File: src/rtl/modulo_tick_timer.sv
module modulo_tick_timer #(
  parameter int CNT_W = 16,
  parameter int PS_W  = 3
) (
  input  logic             clk,
  input  logic             rst_n,
  input  logic             wr_en,
  input  logic             rd_en,
  input  logic [1:0]       addr,
  input  logic [CNT_W-1:0] wr_data,
  output logic [CNT_W-1:0] rd_data,
  output logic             irq
);
  localparam int DIV_W   = (1 << PS_W) - 1;
  localparam int SEL_LSB = PS_W;
  localparam int IE_BIT  = PS_W + 2;
  localparam int TOF_BIT = PS_W + 3;
  localparam logic [1:0] A_CTRL = 2'd0, A_CNT = 2'd1, A_MOD = 2'd2, A_INIT = 2'd3;
  localparam logic [1:0] SEL_SYS = 2'd1;

  logic [PS_W-1:0]  ps_q;
  logic [1:0]       sel_q;
  logic             ie_q, tof_q;
  logic [CNT_W-1:0] cnt_q, mod_buf, mod_act, init_buf, init_act;
  logic [DIV_W-1:0] div_q, div_mask;
  logic             run, tick, wrap, ctrl_wr, cnt_wr;
  logic [CNT_W-1:0] ctrl_view, rd_mux;

  assign run      = (sel_q == SEL_SYS);
  assign div_mask = ~({DIV_W{1'b1}} << ps_q);
  assign tick     = run && ((div_q & div_mask) == div_mask);
  assign wrap     = tick && (cnt_q == mod_act);
  assign ctrl_wr  = wr_en && (addr == A_CTRL);
  assign cnt_wr   = wr_en && (addr == A_CNT);
  assign irq      = tof_q & ie_q;

  always_comb begin
    ctrl_view = '0;
    ctrl_view[PS_W-1:0]            = ps_q;
    ctrl_view[SEL_LSB+1:SEL_LSB]   = sel_q;
    ctrl_view[IE_BIT]              = ie_q;
    ctrl_view[TOF_BIT]             = tof_q;
    case (addr)
      A_CTRL:  rd_mux = ctrl_view;
      A_CNT:   rd_mux = cnt_q;
      A_MOD:   rd_mux = mod_buf;
      default: rd_mux = init_buf;
    endcase
  end

  always_ff @(posedge clk or negedge rst_n) begin
    if (!rst_n) begin
      ps_q  <= '0;
      sel_q <= '0;
      ie_q  <= 1'b0;
    end else if (ctrl_wr) begin
      ps_q  <= wr_data[PS_W-1:0];
      sel_q <= wr_data[SEL_LSB+1:SEL_LSB];
      ie_q  <= wr_data[IE_BIT];
    end
  end

  always_ff @(posedge clk or negedge rst_n) begin
    if (!rst_n)       tof_q <= 1'b0;
    else if (wrap)    tof_q <= 1'b1;
    else if (ctrl_wr) tof_q <= tof_q & wr_data[TOF_BIT];
  end

  always_ff @(posedge clk or negedge rst_n) begin
    if (!rst_n)   div_q <= '0;
    else if (run) div_q <= div_q + 1'b1;
    else          div_q <= '0;
  end

  always_ff @(posedge clk or negedge rst_n) begin
    if (!rst_n) begin
      mod_buf  <= '1;
      init_buf <= '0;
    end else if (wr_en) begin
      if (addr == A_MOD)  mod_buf  <= wr_data;
      if (addr == A_INIT) init_buf <= wr_data;
    end
  end

  always_ff @(posedge clk or negedge rst_n) begin
    if (!rst_n) begin
      mod_act  <= '1;
      init_act <= '0;
    end else if (!run) begin
      mod_act  <= mod_buf;
      init_act <= init_buf;
    end
  end

  always_ff @(posedge clk or negedge rst_n) begin
    if (!rst_n)      cnt_q <= '0;
    else if (cnt_wr) cnt_q <= init_act;
    else if (wrap)   cnt_q <= init_act;
    else if (tick)   cnt_q <= cnt_q + 1'b1;
  end

  always_ff @(posedge clk or negedge rst_n) begin
    if (!rst_n)     rd_data <= '0;
    else if (rd_en) rd_data <= rd_mux;
  end
endmodule

File: config.mk
export PLATFORM = sky130hd
export DESIGN_NAME = modulo_tick_timer
export DESIGN_NICKNAME = d
export VERILOG_FILES = /design/src/rtl/modulo_tick_timer.sv
export SDC_FILE = /design/constraint.sdc
export NUM_CORES = 1
export LEC_CHECK = 0
export BUFFER_PORTS_ARGS = -buffer_cell sky130_fd_sc_hd__buf_2
export CAP_MARGIN = 0
export CORE_MARGIN = 2
export CORE_UTILIZATION = 25
export DETAILED_ROUTE_END_ITERATION = 8
export SLEW_MARGIN = 20
export SYNTH_ARGS = -nofsm -noshare
export SYNTH_HDL_FRONTEND = slang
export SYNTH_SLANG_ARGS = --single-unit
File: constraint.sdc
create_clock -name clk -period 2.4 [get_ports clk]
set_clock_uncertainty 0.2 [all_clocks]
set_input_delay 0 -clock clk [delete_from_list [all_inputs] [get_ports clk]]
set_output_delay 0 -clock clk [all_outputs]
set_load 0.02 [all_outputs]
==> results of run 1 <==
flip-flops by register name, indices dropped and copies added, names as in the netlist, 2 cells and up:
signal / flops
mod_act: 16
cnt_q: 16
init_act: 16
ps_q: 3
sel_q: 2
mod_buf: 16
rd_data: 16
div_q: 7
init_buf: 16
placed cells by master (no fill, tap or decap), types with 19 or more instances in the layout:
| cell type | count |
|---|---|
| buf_4 | 30 |
| dfrtp_1 | 78 |
| mux2_2 | 56 |
| buf_2 | 37 |
| dlygate4sd3_1 | 20 |
| dfstp_2 | 32 |
| nand2_1 | 109 |
| nor2_1 | 28 |
| xor2_1 | 19 |
| a21oi_1 | 25 |
per-stage QoR:
step | cells | hold WS [ns] | area [sq um] | power [mW] | utilization (%)
6_report | 834 | 0.0223 | 6360 | 5.46 | 30.6
4_1_cts | 834 | 0.00706 | 6360 | 5.53 | 30.6
3_5_place_dp | 799 | -0.161 | 5910 | 4.14 | 28.4
5_1_grt | 834 | 0.0646 | 6360 | 5.78 | 30.6
2_1_floorplan | 483 | -0.496 | 5250 | 3.60 | -
3_3_place_gp | 799 | -0.162 | 5910 | 4.12 | 28.4
logic make-up after synthesis:
kind of cell / after synthesis / share of synthesized area, %
simple gates: 185 / 16.1
buf+inv: 32 / 2.81
mux: 65 / 15.4
fa+ha+maj: 2 / 0.477
xor+xnor: 22 / 3.67
flops: 110 / 53.2
compound gates: 67 / 8.37
cell type report:
type | count | area (sq um)
Clock buffer | 12 | 236
Clock inverter | 3 | 15.0
Fill cell | 2180 | 14500
Inverter | 4 | 15.0
Multi-Input combinational cell | 341 | 2310
Sequential cell | 110 | 2790
Tap cell | 275 | 344
Timing Repair Buffer | 89 | 651
report_power, final:
| part | switching (mW) | internal [mW] |
|---|---|---|
| clock | 0.643 | 0.694 |
| combinational | 0.776 | 0.642 |
| sequential | 0.329 | 2.38 |
| total | 1.75 | 3.71 |
metal layers:
layer  share of wire, %  vias up  wire length [um]
met3                2.7       15               365
met1                 46     1925              6170
met2                 49       82              6500
met5                  0        -                 0
li1                   -     1839                 -
met4                2.0        0               264
repair_timing:
action | CTS | global route
hold buffers | 20 | 0
resized for setup | 0 | 0
endpoints found under the hold margin | 140 | 0
worst max-delay path by stage:
stage | from | endpoint | slack, ns | cells past startpoint
floorplan | cnt_q[2]$_DFFE_PN0P_ | cnt_q[14]$_DFFE_PN0P_ | 0.31 | 7
global placement | mod_act[1]$_DFFE_PN1N_ | cnt_q[14]$_DFFE_PN0P_ | 0.23 | 7
detailed placement | mod_act[1]$_DFFE_PN1N_ | cnt_q[14]$_DFFE_PN0P_ | 0.24 | 7
CTS | rst_n | sel_q[0]$_DFFE_PN0P_ | 0.14 | 4
global route | rst_n | sel_q[0]$_DFFE_PN0P_ | 0.05 | 4
finish | rst_n | sel_q[0]$_DFFE_PN0P_ | 0.22 | 4
tightest hold or removal path: cells and delay by family:
kind | cells | cell delay (ns)
compound gates | 1 | 0.09
buf+inv | 2 | 0.36
simple gates | 1 | 0.08
==> flow_summary.html, run 1 <==
<table>
<tr><th>Metric</th><th>Value</th></tr>
<tr><th colspan="2">Global routing</th></tr>
<tr><td>Routing usage on met2</td><td>21.0%</td></tr>
<tr><td>M3 GR Usage</td><td>1.22%</td></tr>
<tr><td>Combined global-route utilization of all metal layers</td><td>12.7%</td></tr>
<tr><td>Gr ovfl total</td><td>0</td></tr>
<tr><td>Met1 track demand over resource</td><td>17.2%</td></tr>
<tr><td>Global routing's busiest layer</td><td>met2</td></tr>
<tr><td>Global-route wire length before repair</td><td>21900 um</td></tr>
<tr><td>Number of global-route vias before repair</td><td>3959</td></tr>
<tr><td>Number of antenna violations at the first check in global routing</td><td>0</td></tr>
<tr><td>Largest net degree at the start of global routing</td><td>39</td></tr>
<tr><th colspan="2">STA</th></tr>
<tr><td>Tightest slew margin relative to the limit</td><td>64.2%</td></tr>
<tr><td>Slew at the pin closest to its max-slew limit</td><td>0.535 ns</td></tr>
<tr><td>Min cycle time layout</td><td>2.18 ns</td></tr>
<tr><td>Total negative slack</td><td>0 ns</td></tr>
<tr><td># setup viols final</td><td>0</td></tr>
<tr><td>Least setup slack across all paths after layout</td><td>0.215 ns</td></tr>
<tr><td>Final-report max-slew violation count</td><td>0</td></tr>
<tr><td>FMAX</td><td>0.458 GHz</td></tr>
<tr><td>Number of hold violations in the final report</td><td>0</td></tr>
<tr><td>RSZ-0062 raised after global routing</td><td>false</td></tr>
<tr><td>Tcrit/Tclk final</td><td>around nine tenths</td></tr>
<tr><th colspan="2">Min path</th></tr>
<tr><td>Number of stages on the worst hold path</td><td>4</td></tr>
<tr><td>Startpoint of the lowest-slack hold path</td><td>wr_en</td></tr>
<tr><td>Endpoint of the worst hold-timing path</td><td>cnt_q[2]$_DFFE_PN0P_</td></tr>
<tr><td>Min-Delay Path Class</td><td>in2reg</td></tr>
<tr><th colspan="2">Place</th></tr>
<tr><td>Worst setup timing slack at the placement stage</td><td>between 0.2 and 0.25 ns</td></tr>
<tr><td>Final HPWL from detailed placement</td><td>9220 um</td></tr>
<tr><td>RePlAce Congestion</td><td>0.820</td></tr>
<tr><td># port buffers</td><td>38</td></tr>
<tr><th colspan="2">Logic synthesis</th></tr>
<tr><td>Number of standard cells after synthesis</td><td>483</td></tr>
<tr><td>Post-synthesis net count</td><td>roughly 500</td></tr>
<tr><td>Share of flip-flops with an asynchronous set or reset</td><td>between 90% and 100%</td></tr>
<tr><td>Most numerous cell types in the synthesized netlist</td><td>109 x nand2_1, 78 x dfrtp_1, 56 x mux2_2</td></tr>
<tr><td>Register area share after synthesis</td><td>53.2%</td></tr>
<tr><td>Portion of synthesized cell area occupied by the leading cell type</td><td>37.2%</td></tr>
<tr><td>Post-synth cell types</td><td>48</td></tr>
<tr><td>Cell type contributing the most total cell area after synthesis</td><td>dfrtp_1</td></tr>
<tr><td>Leading cell type by number of instances after synthesis</td><td>nand2_1</td></tr>
<tr><td>Most used DFF post-synth</td><td>dfrtp_1</td></tr>
<tr><td>Synth Register Bits</td><td>110</td></tr>
<tr><td>Count of yosys warnings during synthesis</td><td>0</td></tr>
<tr><td>EDFF count, synth</td><td>0</td></tr>
<tr><td>Main area contributors after synthesis</td><td>dfrtp_1 37%, dfstp_2 16%, mux2_2 12%</td></tr>
<tr><td>Mapped cell area</td><td>5250 sq um</td></tr>
<tr><td>Per-instance average area after synthesis</td><td>10.9 sq um</td></tr>
<tr><th colspan="2">Finish</th></tr>
<tr><td>Share of post-route cells with drive strength above 1</td><td>33.3%</td></tr>
<tr><td>Final net count</td><td>between 500 and 600</td></tr>
<tr><td>Count of inserted antenna diode cells</td><td>0</td></tr>
<tr><td>Area Overhead vs Synth</td><td>21.3%</td></tr>
<tr><th colspan="2">Critical path</th></tr>
<tr><td>Logic depth of the worst register-to-register path</td><td>7</td></tr>
<tr><td>CP cell instances</td><td>dlygate4sd3_1, dlygate4sd3_1, buf_4, dlygate4sd3_1</td></tr>
<tr><td>Category of the worst setup path launch point</td><td>input pin</td></tr>
<tr><td>Slowest cell on crit path</td><td>dlygate4sd3_1</td></tr>
<tr><td>Largest incremental delay on the critical path</td><td>0.97 ns</td></tr>
<tr><td>Kind of critical path</td><td>in2async</td></tr>
<tr><td>Critical path buffers and inverters</td><td>4</td></tr>
<tr><td>Arrival time at the worst endpoint</td><td>2.45 ns</td></tr>
<tr><td>Family with the most delay on the worst path</td><td>buffers and inverters</td></tr>
<tr><td>Setup slack of the most critical reg-to-reg path</td><td>0.24 ns</td></tr>
<tr><td>Worst reg2reg path endpoint</td><td>cnt_q[14]$_DFFE_PN0P_</td></tr>
<tr><td>Critical Path End Type</td><td>asynchronous set/reset pin</td></tr>
<tr><td>Most numerous cell on the critical path</td><td>dlygate4sd3_1</td></tr>
<tr><td>Maximum fanout encountered on the critical timing path</td><td>32</td></tr>
<tr><td>Critical path required time</td><td>~2.7 ns</td></tr>
<tr><td>Launching point of the worst reg2reg path</td><td>mod_act[1]$_DFFE_PN1N_</td></tr>
<tr><th colspan="2">Clock network</th></tr>
<tr><td>Clk sink count</td><td>110</td></tr>
<tr><td>Worst skew pair latency</td><td>0.36 ns</td></tr>
<tr><td>Buffers inserted during post-CTS setup optimization</td><td>0</td></tr>
<tr><td>Maximum clock path buffer count</td><td>2</td></tr>
<tr><td>Max H-tree Level</td><td>3</td></tr>
<tr><td>Clock Root Buffer</td><td>clkbuf_16</td></tr>
<tr><td>Worst-path clk slew</td><td>about 0.070 ns</td></tr>
<tr><td>CTS tree</td><td>done</td></tr>
<tr><td>Total CTS buffers</td><td>9</td></tr>
<tr><th colspan="2">Route</th></tr>
<tr><td>Detailed-route DRC error count</td><td>0</td></tr>
<tr><td>Count of nets left with antenna violations after detail routing</td><td>0</td></tr>
<tr><td>Drt initial violations</td><td>255</td></tr>
<tr><td>Via-to-Cell Ratio</td><td>4.63</td></tr>
<tr><td>Via count</td><td>3861</td></tr>
<tr><td>Post-detailed-routing wire length</td><td>13300 um</td></tr>
<tr><td>DRT Pass-1 Iters</td><td>4</td></tr>
<tr><td>Wire per inst</td><td>15.9 um</td></tr>
<tr><th colspan="2">Floorplanning</th></tr>
<tr><td>Number of primary I/O pins</td><td>39</td></tr>
<tr><td>Horizontal die dimension</td><td>149 um</td></tr>
<tr><td>Initial core utilization</td><td>25.2%</td></tr>
<tr><td>Number of core rows</td><td>53</td></tr>
<tr><td>Die boundary height</td><td>149 um</td></tr>
<tr><td>Die Footprint</td><td>roughly 22000 sq um</td></tr>
<tr><td>Placeable core area</td><td>20800 sq um</td></tr>
<tr><th colspan="2">Job</th></tr>
<tr><td>Max cap viols</td><td>0</td></tr>
<tr><th colspan="2">Status</th></tr>
<tr><td>Result of the run</td><td>finished, final reports clean</td></tr>
<tr><th colspan="2">Pwr</th></tr>
<tr><td>Maximum ir drop on the vdd rail</td><td>0.000415 V</td></tr>
<tr><td>Reported leakage power</td><td>between 2 and 3 nW</td></tr>
<tr><td>Cell Pwr Density</td><td>858 nW/um^2</td></tr>
</table>
Power figures use the tool's default switching activity.
==> run 2: changes to the inputs <==
==> constraint.sdc (replaced) <==
create_clock -name clk -period 2.3 [get_ports clk]
set_clock_uncertainty 0.2 [all_clocks]
set_input_delay 0 -clock clk [delete_from_list [all_inputs] [get_ports clk]]
set_output_delay 0 -clock clk [all_outputs]
set_load 0.02 [all_outputs]
==> flow_summary.html, run 2 (synthesis results as in run 1) <==
<table>
<tr><th>Metric</th><th>Value</th></tr>
<tr><th colspan="2">Status</th></tr>
<tr><td>Result of the run</td><td>finished with violations</td></tr>
<tr><td>Violated checks</td><td>negative hold slack</td></tr>
<tr><th colspan="2">Clock network</th></tr>
<tr><td>Worst skew pair latency</td><td>0.34 ns</td></tr>
<tr><td>Maximum clock path buffer count</td><td>2</td></tr>
<tr><td>Max H-tree Level</td><td>3</td></tr>
<tr><td>Worst-path clk slew</td><td>roughly 0.07 ns</td></tr>
<tr><td>CTS tree</td><td>done</td></tr>
<tr><td>Clock Root Buffer</td><td>clkbuf_16</td></tr>
<tr><td>Clk sink count</td><td>110</td></tr>
<tr><td>Total CTS buffers</td><td>9</td></tr>
<tr><td>Number of gates given a new drive strength after cts</td><td>0</td></tr>
<tr><th colspan="2">STA</th></tr>
<tr><td>Slew at the pin closest to its max-slew limit</td><td>0.574 ns</td></tr>
<tr><td>Tcrit/Tclk final</td><td>between 90% and 100%</td></tr>
<tr><td>FMAX</td><td>0.460 GHz</td></tr>
<tr><td>Number of hold violations in the final report</td><td>9</td></tr>
<tr><td>Worst Hold Margin</td><td>-0.00670 ns</td></tr>
<tr><td>Final-report max-slew violation count</td><td>0</td></tr>
<tr><td>RSZ-0062 raised after global routing</td><td>false</td></tr>
<tr><td>Least setup slack across all paths after layout</td><td>0.124 ns</td></tr>
<tr><td># setup viols final</td><td>0</td></tr>
<tr><td>Min cycle time layout</td><td>2.18 ns</td></tr>
<tr><td>Total negative slack</td><td>0 ns</td></tr>
<tr><td>Tightest slew margin relative to the limit</td><td>roughly three fifths</td></tr>
<tr><th colspan="2">Critical path</th></tr>
<tr><td>CP cell instances</td><td>xor2_1, nor4_2, buf_4, and4_1, a21oi_2, buf_4, nor2_1, a21oi_1</td></tr>
<tr><td>Category of the worst setup path launch point</td><td>flop</td></tr>
<tr><td>Largest incremental delay on the critical path</td><td>approximately 0.54 ns</td></tr>
<tr><td>Kind of critical path</td><td>reg2reg</td></tr>
<tr><td>Most numerous cell on the critical path</td><td>buf_4</td></tr>
<tr><td>Maximum fanout encountered on the critical timing path</td><td>6</td></tr>
<tr><td>Critical path buffers and inverters</td><td>2</td></tr>
<tr><td>Launching point of the worst reg2reg path</td><td>mod_act[3]$_DFFE_PN1N_</td></tr>
<tr><td>Setup slack of the most critical reg-to-reg path</td><td>0.12 ns</td></tr>
<tr><td>Critical path required time</td><td>2.37 ns</td></tr>
<tr><td>Critical Path End Type</td><td>flop</td></tr>
<tr><td>Slowest cell on crit path</td><td>dfstp_2</td></tr>
<tr><td>Logic depth of the worst register-to-register path</td><td>8</td></tr>
<tr><td>Arrival time at the worst endpoint</td><td>2.24 ns</td></tr>
<tr><td>Worst reg2reg path endpoint</td><td>cnt_q[11]$_DFFE_PN0P_</td></tr>
<tr><td>Family with the most delay on the worst path</td><td>flip-flops</td></tr>
<tr><th colspan="2">Place</th></tr>
<tr><td># port buffers</td><td>38</td></tr>
<tr><td>Worst setup timing slack at the placement stage</td><td>between 0.1 and 0.15 ns</td></tr>
<tr><td>RePlAce Congestion</td><td>around 0.85</td></tr>
<tr><td>Final HPWL from detailed placement</td><td>9090 um</td></tr>
<tr><th colspan="2">Finish</th></tr>
<tr><td>Most used cells in the layout excluding fill and tap cells</td><td>109 x nand2_1, 78 x dfrtp_1, 56 x mux2_2</td></tr>
<tr><td>Fillcell total</td><td>2213</td></tr>
<tr><td>Final net count</td><td>588</td></tr>
<tr><td>Count of inserted antenna diode cells</td><td>0</td></tr>
<tr><td>Area Overhead vs Synth</td><td>23.9%</td></tr>
<tr><td>Most common library cell in the layout ignoring fill and taps</td><td>nand2_1</td></tr>
<tr><td>Share of post-route cells with drive strength above 1</td><td>34.8%</td></tr>
<tr><th colspan="2">Global routing</th></tr>
<tr><td>Global-route wire length before repair</td><td>21200 um</td></tr>
<tr><td>Number of global-route vias before repair</td><td>3927</td></tr>
<tr><td>Combined global-route utilization of all metal layers</td><td>12.2%</td></tr>
<tr><td>Largest net degree at the start of global routing</td><td>just over 50</td></tr>
<tr><td>Number of antenna violations at the first check in global routing</td><td>0</td></tr>
<tr><td>Gr ovfl total</td><td>0</td></tr>
<tr><th colspan="2">Floorplanning</th></tr>
<tr><td>Initial core utilization</td><td>25.2%</td></tr>
<tr><td>Placeable core area</td><td>20800 sq um</td></tr>
<tr><td>Number of primary I/O pins</td><td>39</td></tr>
<tr><td>Die boundary height</td><td>149 um</td></tr>
<tr><td>Horizontal die dimension</td><td>149 um</td></tr>
<tr><td>Die Footprint</td><td>22200 sq um</td></tr>
<tr><td>Number of core rows</td><td>53</td></tr>
<tr><th colspan="2">Job</th></tr>
<tr><td>Max cap viols</td><td>0</td></tr>
<tr><th colspan="2">Min path</th></tr>
<tr><td>Min-Delay Path Class</td><td>in2async</td></tr>
<tr><th colspan="2">Route</th></tr>
<tr><td>Detailed-route DRC error count</td><td>0</td></tr>
<tr><td>Drt initial violations</td><td>232</td></tr>
<tr><td>Count of nets left with antenna violations after detail routing</td><td>0</td></tr>
<tr><td>Via count</td><td>3870</td></tr>
<tr><td>Via-to-Cell Ratio</td><td>around 4.6</td></tr>
<tr><td>DRT Pass-1 Iters</td><td>5</td></tr>
<tr><td>Wire per inst</td><td>~15 um</td></tr>
<tr><td>Post-detailed-routing wire length</td><td>12800 um</td></tr>
<tr><th colspan="2">Pwr</th></tr>
<tr><td>Reported leakage power</td><td>approximately 2.8 nW</td></tr>
<tr><td>Maximum ir drop on the vdd rail</td><td>0.000476 V</td></tr>
<tr><td>Cell Pwr Density</td><td>924 nW/um^2</td></tr>
</table>
-- run 2: changes by cell type in the layout (fill, tap and decap cells not counted) --
cell        delta
buf_4          +9
bufinv_16      +2
clkbuf_1       -2
clkinv_2       -2
clkbuf_8       +1
clkinvlp_4     +1
inv_6          +1
-- run 2: per-stage QoR --
stage | area [sq um] | std cells | power (mW) | util, %
after floorplan | 5250 | 483 | 3.76 | -
after global placement | 5970 | 807 | 4.32 | 28.7
after detailed placement | 5970 | 807 | 4.33 | 28.7
after CTS | 6500 | 843 | 6.07 | 31.2
after global routing | 6500 | 844 | 6.36 | 31.2
final | 6500 | 844 | 6.01 | 31.2
-- run 2: worst register-to-register path, stage by stage, from the launching register on --
cell and delay, ns:
dfstp_2 0.54, xor2_1 0.26, nor4_2 0.08, buf_4 0.15, and4_1 0.19, a21oi_2 0.30, buf_4 0.21, nor2_1 0.05
a21oi_1 0.12
-- run 2: per-layer routing --
metal / GRT usage [%] / share of wire [%]
met5: 0 / 0
met4: 4.43 / 2.0
met3: 1.35 / 3.0
met1: 16.7 / 47
met2: 20.1 / 48
-- run 2: worst max-delay path by stage --
stage	start	endpoint	slack [ns]	depth (start not counted)
after floorplan	cnt_q[2]$_DFFE_PN0P_	cnt_q[14]$_DFFE_PN0P_	0.21	7
after global placement	mod_act[15]$_DFFE_PN1N_	cnt_q[10]$_DFFE_PN0P_	0.14	7
after detailed placement	mod_act[15]$_DFFE_PN1N_	cnt_q[10]$_DFFE_PN0P_	0.13	7
after CTS	mod_act[10]$_DFFE_PN1N_	cnt_q[8]$_DFFE_PN0P_	0.12	7
final	mod_act[3]$_DFFE_PN1N_	cnt_q[11]$_DFFE_PN0P_	0.12	8
after global routing	mod_act[3]$_DFFE_PN1N_	cnt_q[11]$_DFFE_PN0P_	0.002	8
-- run 2: area by class of cell --
type                            instances  area (sq um)  area share, %
Multi-Input combinational cell        341          2310           35.5
Tap cell                              275           344           5.29
Inverter                                4          15.0          0.231
Timing Repair Buffer                   98           718           11.0
Sequential cell                       110          2790           42.9
Clock inverter                          5          81.3           1.25
Clock buffer                           11           243           3.73
-- run 2: what timing repair did --
item / in CTS / in global routing
endpoints found under the hold margin: 133 / 0
buffers inserted: 0 / 1
hold buffers: 20 / 0
endpoints found under the setup margin: 0 / 5
-- run 2: report_power, final --
group	switching [mW]	internal, mW
Combinational	0.815	0.708
Clock	0.699	0.987
Sequential	0.327	2.48
Total	1.84	4.17
